### src/rtl/esr_pkg.sv
package esr_pkg;
  localparam int CODE_W = 4;
  localparam int GRP_W  = 8;
  localparam int IDX_W  = 16;
  localparam int SEL_W  = 4;
  localparam int WORD_W = 64;
  localparam logic [CODE_W-1:0] CODE_BASIC_LAST = 4'd7;
  localparam logic [CODE_W-1:0] CODE_SEL_FIRST  = 4'd8;
  localparam logic [CODE_W-1:0] CODE_SEL_LAST   = 4'd11;

  typedef struct packed {
    logic              ovr;
    logic [CODE_W-1:0] code;
    logic [GRP_W-1:0]  grp;
    logic [IDX_W-1:0]  idx;
    logic [SEL_W-1:0]  sel;
  } esr_rec_t;

  function automatic logic [WORD_W-1:0] esr_pack(esr_rec_t r);
    return {28'd0, r.sel, r.ovr, 3'd0, r.code, r.grp, r.idx};
  endfunction

  function automatic esr_rec_t esr_unpack(logic [WORD_W-1:0] w, logic keep_sel);
    esr_rec_t r;
    r.ovr  = w[31];
    r.code = w[27:24];
    r.grp  = w[23:16];
    r.idx  = w[15:0];
    r.sel  = keep_sel ? w[35:32] : '0;
    return r;
  endfunction
endpackage

### src/rtl/esr_capture_filter.sv
module esr_capture_filter
  import esr_pkg::*;
#(
  parameter bit SEL_EN = 1'b1
) (
  input  logic              evt_valid,
  input  logic [CODE_W-1:0] evt_code,
  input  logic [GRP_W-1:0]  evt_grp,
  input  logic [IDX_W-1:0]  evt_idx,
  input  logic [SEL_W-1:0]  evt_sel,
  input  logic              evt_has_grp,
  input  logic              evt_has_idx,
  input  logic              evt_has_sel,
  output logic              accept,
  output esr_rec_t          rec
);
  logic basic_ok, sel_ok;

  always_comb begin
    basic_ok = (evt_code != '0) && (evt_code <= CODE_BASIC_LAST);
    sel_ok   = SEL_EN && (evt_code >= CODE_SEL_FIRST) && (evt_code <= CODE_SEL_LAST);
    accept   = evt_valid && (basic_ok || sel_ok);
    rec.ovr  = 1'b0;
    rec.code = evt_code;
    rec.grp  = evt_has_grp ? evt_grp : '0;
    rec.idx  = evt_has_idx ? evt_idx : '0;
    rec.sel  = (SEL_EN && evt_has_sel) ? evt_sel : '0;
  end

  // zero and reserved codes never pass the filter
  always_comb begin
    p_reserved_code_dropped_r9: assert (!(accept && (evt_code == '0 || evt_code > CODE_SEL_LAST)));
  end
endmodule

### src/rtl/esr_bank.sv
module esr_bank
  import esr_pkg::*;
(
  input  logic     clk,
  input  logic     rst,
  input  logic     cap_en,
  input  esr_rec_t cap_rec,
  input  logic     wr_en,
  input  esr_rec_t wr_rec,
  output esr_rec_t rec_q
);
  always_ff @(posedge clk) begin
    if (rst) begin
      rec_q <= '0;
    end else if (cap_en) begin
      rec_q     <= cap_rec;
      rec_q.ovr <= (rec_q.code != '0);
    end else if (wr_en) begin
      rec_q <= wr_rec;
    end
  end

  p_ovr_on_repeat_r2: assert property (@(posedge clk) disable iff (rst)
    cap_en && (rec_q.code != '0) |=> rec_q.ovr && (rec_q.code == $past(cap_rec.code)));

  p_no_hw_ovr_hole_r2: assert property (@(posedge clk) disable iff (rst)
    !wr_en && !(rec_q.ovr && rec_q.code == '0) |=> !(rec_q.ovr && rec_q.code == '0));

  p_clean_first_r3: assert property (@(posedge clk) disable iff (rst)
    cap_en && (rec_q.code == '0) |=> !rec_q.ovr);

  p_capture_wins_r8: assert property (@(posedge clk) disable iff (rst)
    cap_en && wr_en |=> (rec_q.code == $past(cap_rec.code)) && (rec_q.idx == $past(cap_rec.idx)));

  p_hold_when_idle_r6: assert property (@(posedge clk) disable iff (rst)
    !cap_en && !wr_en |=> $stable(rec_q));
endmodule

### src/rtl/esr_read_port.sv
module esr_read_port
  import esr_pkg::*;
#(
  parameter int              ADDR_W     = 12,
  parameter logic [ADDR_W-1:0] REG_OFFSET = 12'h0F8,
  parameter int              DATA_W     = 64,
  parameter bit              ENABLED    = 1'b1,
  parameter int              NUM_BANKS  = 2
) (
  input  logic                         clk,
  input  logic                         rst,
  input  logic                         rd_req,
  input  logic                         rd_secure,
  input  logic [ADDR_W-1:0]            rd_addr,
  input  logic [NUM_BANKS-1:0][WORD_W-1:0] bank_words,
  output logic                         rvalid,
  output logic [DATA_W-1:0]            rdata
);
  logic [WORD_W-1:0] sel_word;

  always_comb begin
    sel_word = '0;
    if (ENABLED && rd_addr == REG_OFFSET) sel_word = bank_words[rd_secure];
  end

  always_ff @(posedge clk) begin
    if (rst) begin
      rvalid <= 1'b0;
      rdata  <= '0;
    end else begin
      rvalid <= rd_req;
      if (rd_req) rdata <= sel_word[DATA_W-1:0];
    end
  end

  p_rvalid_latency_r10: assert property (@(posedge clk) disable iff (rst)
    rd_req |=> rvalid);

  p_rvalid_only_after_read_r10: assert property (@(posedge clk) disable iff (rst)
    !rd_req |=> !rvalid);

  p_reserved_mid_zero_r5: assert property (@(posedge clk) disable iff (rst)
    rvalid |-> rdata[30:28] == 3'd0);

  generate
    if (DATA_W > 36) begin : g_wide_chk
      p_reserved_top_zero_r5: assert property (@(posedge clk) disable iff (rst)
        rvalid |-> rdata[DATA_W-1:36] == '0);
    end
    if (!ENABLED) begin : g_off_chk
      p_raz_r12: assert property (@(posedge clk) disable iff (rst)
        rvalid |-> rdata == '0);
    end
  endgenerate
endmodule

### src/rtl/err_status_banked.sv
module err_status_banked
  import esr_pkg::*;
#(
  parameter bit              EXT_LAYOUT  = 1'b1,
  parameter bit              HAS_SEL     = 1'b1,
  parameter bit              ERR_ENABLED = 1'b1,
  parameter int              ADDR_W      = 12,
  parameter logic [ADDR_W-1:0] REG_OFFSET  = 12'h0F8,
  localparam int             DATA_W      = EXT_LAYOUT ? 64 : 32
) (
  input  logic              clk,
  input  logic              rst,
  input  logic              err_valid,
  input  logic              err_secure,
  input  logic [3:0]        err_code,
  input  logic [7:0]        err_group,
  input  logic [15:0]       err_index,
  input  logic [3:0]        err_sel,
  input  logic              err_has_group,
  input  logic              err_has_index,
  input  logic              err_has_sel,
  input  logic              reg_req,
  input  logic              reg_write,
  input  logic              reg_secure,
  input  logic [ADDR_W-1:0] reg_addr,
  input  logic [DATA_W-1:0] reg_wdata,
  output logic              reg_rvalid,
  output logic [DATA_W-1:0] reg_rdata
);
  localparam int  NUM_BANKS = 2;
  localparam bit  SEL_EN    = EXT_LAYOUT && HAS_SEL;

  logic                              cap_ok;
  esr_rec_t                          cap_rec;
  esr_rec_t                          wr_rec;
  logic [WORD_W-1:0]                 wdata_w;
  logic                              wr_hit;
  logic [NUM_BANKS-1:0][WORD_W-1:0]  bank_words;

  always_comb begin
    wdata_w              = '0;
    wdata_w[DATA_W-1:0]  = reg_wdata;
    wr_rec               = esr_unpack(wdata_w, SEL_EN);
    wr_hit               = ERR_ENABLED && reg_req && reg_write && (reg_addr == REG_OFFSET);
  end

  esr_capture_filter #(.SEL_EN(SEL_EN)) u_filter (
    .evt_valid   (err_valid),
    .evt_code    (err_code),
    .evt_grp     (err_group),
    .evt_idx     (err_index),
    .evt_sel     (err_sel),
    .evt_has_grp (err_has_group),
    .evt_has_idx (err_has_index),
    .evt_has_sel (err_has_sel),
    .accept      (cap_ok),
    .rec         (cap_rec)
  );

  generate
    for (genvar b = 0; b < NUM_BANKS; b++) begin : g_bank
      esr_rec_t rec_q;
      logic     cap_en, wr_en;
      always_comb begin
        cap_en = ERR_ENABLED && cap_ok && (err_secure == b[0]);
        wr_en  = wr_hit && (reg_secure == b[0]);
      end
      esr_bank u_bank (
        .clk     (clk),
        .rst     (rst),
        .cap_en  (cap_en),
        .cap_rec (cap_rec),
        .wr_en   (wr_en),
        .wr_rec  (wr_rec),
        .rec_q   (rec_q)
      );
      assign bank_words[b] = esr_pack(rec_q);
    end
  endgenerate

  esr_read_port #(
    .ADDR_W     (ADDR_W),
    .REG_OFFSET (REG_OFFSET),
    .DATA_W     (DATA_W),
    .ENABLED    (ERR_ENABLED),
    .NUM_BANKS  (NUM_BANKS)
  ) u_read (
    .clk        (clk),
    .rst        (rst),
    .rd_req     (reg_req && !reg_write),
    .rd_secure  (reg_secure),
    .rd_addr    (reg_addr),
    .bank_words (bank_words),
    .rvalid     (reg_rvalid),
    .rdata      (reg_rdata)
  );
endmodule

### config.mk
export PLATFORM = sky130hd
export DESIGN_NAME = err_status_banked
export DESIGN_NICKNAME = d
export VERILOG_FILES = /design/src/rtl/esr_pkg.sv /design/src/rtl/esr_capture_filter.sv /design/src/rtl/esr_bank.sv /design/src/rtl/esr_read_port.sv /design/src/rtl/err_status_banked.sv
export SDC_FILE = /design/constraint.sdc
export NUM_CORES = 1
export LEC_CHECK = 0
export ABC_AREA = 1
export BUFFER_PORTS_ARGS = -buffer_cell sky130_fd_sc_hd__buf_2
export CAP_MARGIN = 15
export CORE_UTILIZATION = 30
export DETAILED_ROUTE_END_ITERATION = 16
export SYNTH_ARGS = -nofsm -noshare
export SYNTH_HDL_FRONTEND = slang
export SYNTH_HIERARCHICAL = 1
export SYNTH_SLANG_ARGS = --single-unit
### constraint.sdc
create_clock -name clk -period 1.6 [get_ports clk]
set_input_delay 0.32 -clock clk [delete_from_list [all_inputs] [get_ports clk]]
set_output_delay 0.32 -clock clk [all_outputs]
set_load 0.02 [all_outputs]
======== After elaboration in Yosys (flattened, before gate mapping) ========
Index checks and enable logic that the tools add are counted.
cells by class
  $lt $le $gt $ge ......................... 4
  eq/ne operators ......................... 1
  mux-type cells .......................... 10
  bitwise operators ....................... 2
  reduce and logical (&&, ||, !) cells .... 17
operator list
  cell                 number
  $mux 33              4
  $mux 64              2
  $mux 36              1
  $mux 16              1
  $eq 12x8->1 const B  1
  $reduce_bool 4->1    3
  $logic_and 1x1->1    10
  $mux 8               1
  $ge 4x4->1 const B   1
  $le 4x3->1 const B   1
  $le 4x4->1 const B   1
  $mux 4               1
  $reduce_bool 2->1    2
  $lt 1x2->1 const B   1
  $not 1->1            2
  $logic_not 1->1      1
  $logic_or 1x1->1     1
word-level totals
  bits in registers ....................... 131
  input port bits ......................... 118
  output and inout bits ................... 65

======== Logic depth before layout (Yosys ltp) ========
  depth in word-level cells ............... 6
  depth in mapped cells ................... 13

======== By module ========
The synthesis kept the hierarchy.
by module, submodules not included
  module              instances  cells each  area an instance (µm²)  sequential area each (µm²)
  esr_read_port       1          512         3487.1                  1301.2
  esr_bank            2          252         1552.7                  660.6
  esr_capture_filter  1          70          320.3                   0.0
  err_status_banked   1          26          102.6                   0.0

======== Worst setup path before layout ========
Ideal clock, no wire load.
  path kind ............................... in2reg
  from .................................... input port reg_addr[1]
  to ...................................... register g_bank[0].u_bank/rec_q[0] (netlist name)
  arrival time ............................ 1.417 ns
  data required time ...................... 1.543 ns
  slack ................................... 0.126 ns
  cell stages on the path ................. 12
  path buffers ............................ 1
  cell sequence ........................... nor2_1 -> nand2_1 -> nor2_1 -> nand2_1 -> nor2_1 -> inv_2 -> nor2_4 -> buf_2 -> nand2_1 -> nand3_1 -> nand2_1 -> inv_1
on the way
  longest elaborated chain between the ends .. 4
RTL lines
  what                                RTL line                 text
  start: declaration                  err_status_banked.sv:25  input logic [ADDR_W-1:0] reg_addr,
  $eq 12x8->1                         err_status_banked.sv:44  wr_hit = ERR_ENABLED && reg_req && reg_write && (reg_addr == REG_OFFSET);
  $logic_and 1x1->1                   err_status_banked.sv:44
  $logic_and 1x1->1                   err_status_banked.sv:66  wr_en = wr_hit && (reg_secure == b[0]);
  named net g_bank[0].wr_en           err_status_banked.sv:63  logic cap_en, wr_en;
  $reduce_bool 2->1 (no source line)  -
The timed path passes the listed nets, and every way through them passes these cells.
A chain may end at the register's enable or synchronous reset.

======== Worst setup path after layout ========
  from .................................... input port reg_addr[1]
  to ...................................... register g_bank[0].u_bank/rec_q[4] (netlist name)
on the way
  longest elaborated chain between the ends .. 4
RTL lines
  what                                RTL line
  $eq 12x8->1                         err_status_banked.sv:44
  $logic_and 1x1->1                   err_status_banked.sv:44
  $logic_and 1x1->1                   err_status_banked.sv:66
  named net g_bank[0].wr_en           err_status_banked.sv:63
  $reduce_bool 2->1 (no source line)  -
The timed path passes the listed nets, and every way through them passes these cells.

==> impl_metrics.csv <==
group,metric,value,unit
worst_setup_path,r2r_end,"u_read/rdata[25]",
clock_tree,cts_max_level,4,
worst_setup_path,ff2ff_path_depth,4,
worst_setup_path,critical_path_class,"primary input to flip-flop",
worst_setup_path,r2r-start,"g_bank[1].u_bank/rec_q[29]",
die,start_util,0.3075,
pwr,irDropWorstVdd,512.8,µV
timing,hold_viol,0,
synth,syn_area,7004,µm²
drt,via_per_inst,4.428,
timing,fin_ws,0.1099,ns
pwr,power_frac_comb,0.102,
min_path,hold_start,"reg_wdata[12]",
grt,track_usage,0.1849,
grt,antenna_found_initial,8,
final_layout,multi_input_area,3725,µm²
placed_design,dp_slack,-0.4221,ns
min_path,min_to,"g_bank[0].u_bank/rec_q[16]",
timing,max_freq,671.1,MHz
worst_setup_path,crit_fanout,10,
grt,grt_pass1_wl,34320,µm
min_path,hold_path.class,"primary input to flip-flop",
clock_tree,cts_buffers,17,
grt,overflow,0,
worst_setup_path,cp_data_required_time,1.97,ns
clock_tree,clk_latency,0.43,ns
pwr,switching_share,0.2727,
worst_setup_path,r2r_slack,0.72,ns
clock_tree,cts.sinks,131,
final_layout,fillers,2494,
die,core,22780,µm²
placed_design,gp_congestion,0.8110,
pwr,internal_power,0.005950,W
drt,drc,0,
worst_setup_path,arrival,1.86,ns
clock_tree,cts_tree,"yes",
pwr,pwr-share-clk,0.490,
drt,postRouteAntennaNets,0,
pwr,seqPwrFrac,0.408,
timing,finClkSkew,0.01522,ns
run_status,status,"finished, final reports clean",
die,dieArea,23960,µm²
timing,grt_setup_unrepaired,"false",
synth,syn_avg_cell_area,6.310,µm²
timing,holdWs,0.1844,ns
drt,first_pass_iters,5,
pwr,p_sw,0.002231,W
final_layout,nNetsFinal,1432,
pwr,p_total,0.008181,W
timing,slew_headroom,0.5335,
worst_setup_path,start_kind,"primary input",
timing,setup_viol,0,
die,die_w,154.8,µm
die,io_pins,183,
die,num_rows,55,
final_layout,drive_above_1_share,0.2125,
clock_tree,cts_hold_buf,0,
clock_tree,clockBufferDepth,2,
timing,final_max_slew_viol_count,0,
synth,syn_inst,1110,
pwr,p_leak,4.698,nW
final_layout,area_delta_synth_final,30.01,%
final_layout,ff_latch_area,2623,µm²
grt,grt_pass1_vias,6544,
pwr,p_per_area,898.3,nW/µm²
timing,fin_crit_sh,0.9313,
clock_tree,clk_pin_slew,0.07,ns
min_path,hold_depth,5,
drt,drt_wl_total,22190,µm
drt,wl_per_cell,13.50,µm
run,max_cap_violations,0,
timing,worstMarginPinSlew,0.6998,ns
synth,yosysWarnings,6,
placed_design,port_buffers,151,
timing,period_needed,1.490,ns
grt,grt_max_degree,58,
clock_tree,root_buffer,"clkbuf_16",
drt,vias,7279,
worst_setup_path,end_kind,"flip-flop",
placed_design,hpwl,14370,µm
drt,drtIter0Drc,390,
die,fp.dieH,154.8,µm
placed_design,dpl.cell_count,1600,
final_layout,final_cells,1644,
critical path, stage by stage:
cell and delay [ns]:
buf_2 0.10, nor2_1 0.10, nand2_1 0.07, nor2_2 0.11, nand2_2 0.11, nor2_1 0.11
buf_4 0.14, buf_4 0.11, inv_2 0.04, nor2_4 0.11, buf_4 0.16, clkbuf_16 0.17
nand2_1 0.05, nand3_1 0.06, nand2_1 0.05, inv_1 0.05
how the worst max path moves through the flow:
stage / from / endpoint / cells past startpoint
after global routing: reg_addr[1] / g_bank[0].u_bank/rec_q[31] / 16
after CTS: reg_addr[7] / g_bank[1].u_bank/rec_q[13] / 12
after global placement: reg_addr[5] / g_bank[1].u_bank/rec_q[13] / 12
after detailed placement: reg_addr[7] / g_bank[0].u_bank/rec_q[2] / 13
final: reg_addr[1] / g_bank[0].u_bank/rec_q[4] / 16
after floorplan: reg_addr[1] / g_bank[0].u_bank/rec_q[0] / 12
what timing repair did:
item	4_1_cts	5_1_grt
endpoints found under the hold margin	0	0
setup buffers	0	4
gates resized for setup	0	10
gates cloned	1	3
endpoints found under the setup margin	1	49
pin swaps	1	2
through the flow:
step	utilization	setup TNS [ns]	area, µm²
2_1_floorplan	-	0	7233
3_3_place_gp	0.3676	-26.00	8373
3_5_place_dp	0.3676	-26.01	8373
4_1_cts	0.3941	0	8976
5_1_grt	0.3996	0	9101
6_report	0.3998	0	9106
registers in the layout (all words and copies together) (netlist names):
signal / cells
g_bank.u_bank/rec_q: 66
u_read/rdata: 64
u_read/rvalid: 1
area by class of cell:
type                       count  area share
antenna                        4    0.001099
clock buffer                  18     0.04713
clock inverter                14     0.01841
inverter                     112     0.04672
multi-input combinational    850      0.4090
sequential                   131      0.2880
tap                          313     0.04301
timing repair buffer         202      0.1466
routing by layer:
layer / track usage / vias up / share of wire
met4: 0.07261 / 8 / 0.017
li1: - / 3788 / -
met5: 0 / - / 0.0021
met1: 0.2352 / 3230 / 0.47
met2: 0.2995 / 225 / 0.46
met3: 0.04595 / 28 / 0.060
cell usage in the layout (no fill, tap or decap), drive strengths merged:
cell / instances
a21oi: 67
and2: 1
buf: 200
bufinv: 2
clkbuf: 20
clkinv: 4
clkinvlp: 2
conb: 62
dfxtp: 131
diode: 4
inv: 118
nand2: 370
nand3: 130
nor2: 156
o21ai: 64
power groups by stage:
stage / sequential (W) / clock (W) / combinational [W]
5_1_grt: 0.00334 / 0.00423 / 0.000940
3_5_place_dp: 0.00341 / 0 / 0.000824
4_1_cts: 0.00333 / 0.00411 / 0.000831
3_3_place_gp: 0.00341 / 0 / 0.000818
6_report: 0.00334 / 0.00401 / 0.000835
2_1_floorplan: 0.00340 / 0 / 0.000516
(Power assumes the default switching activity.)
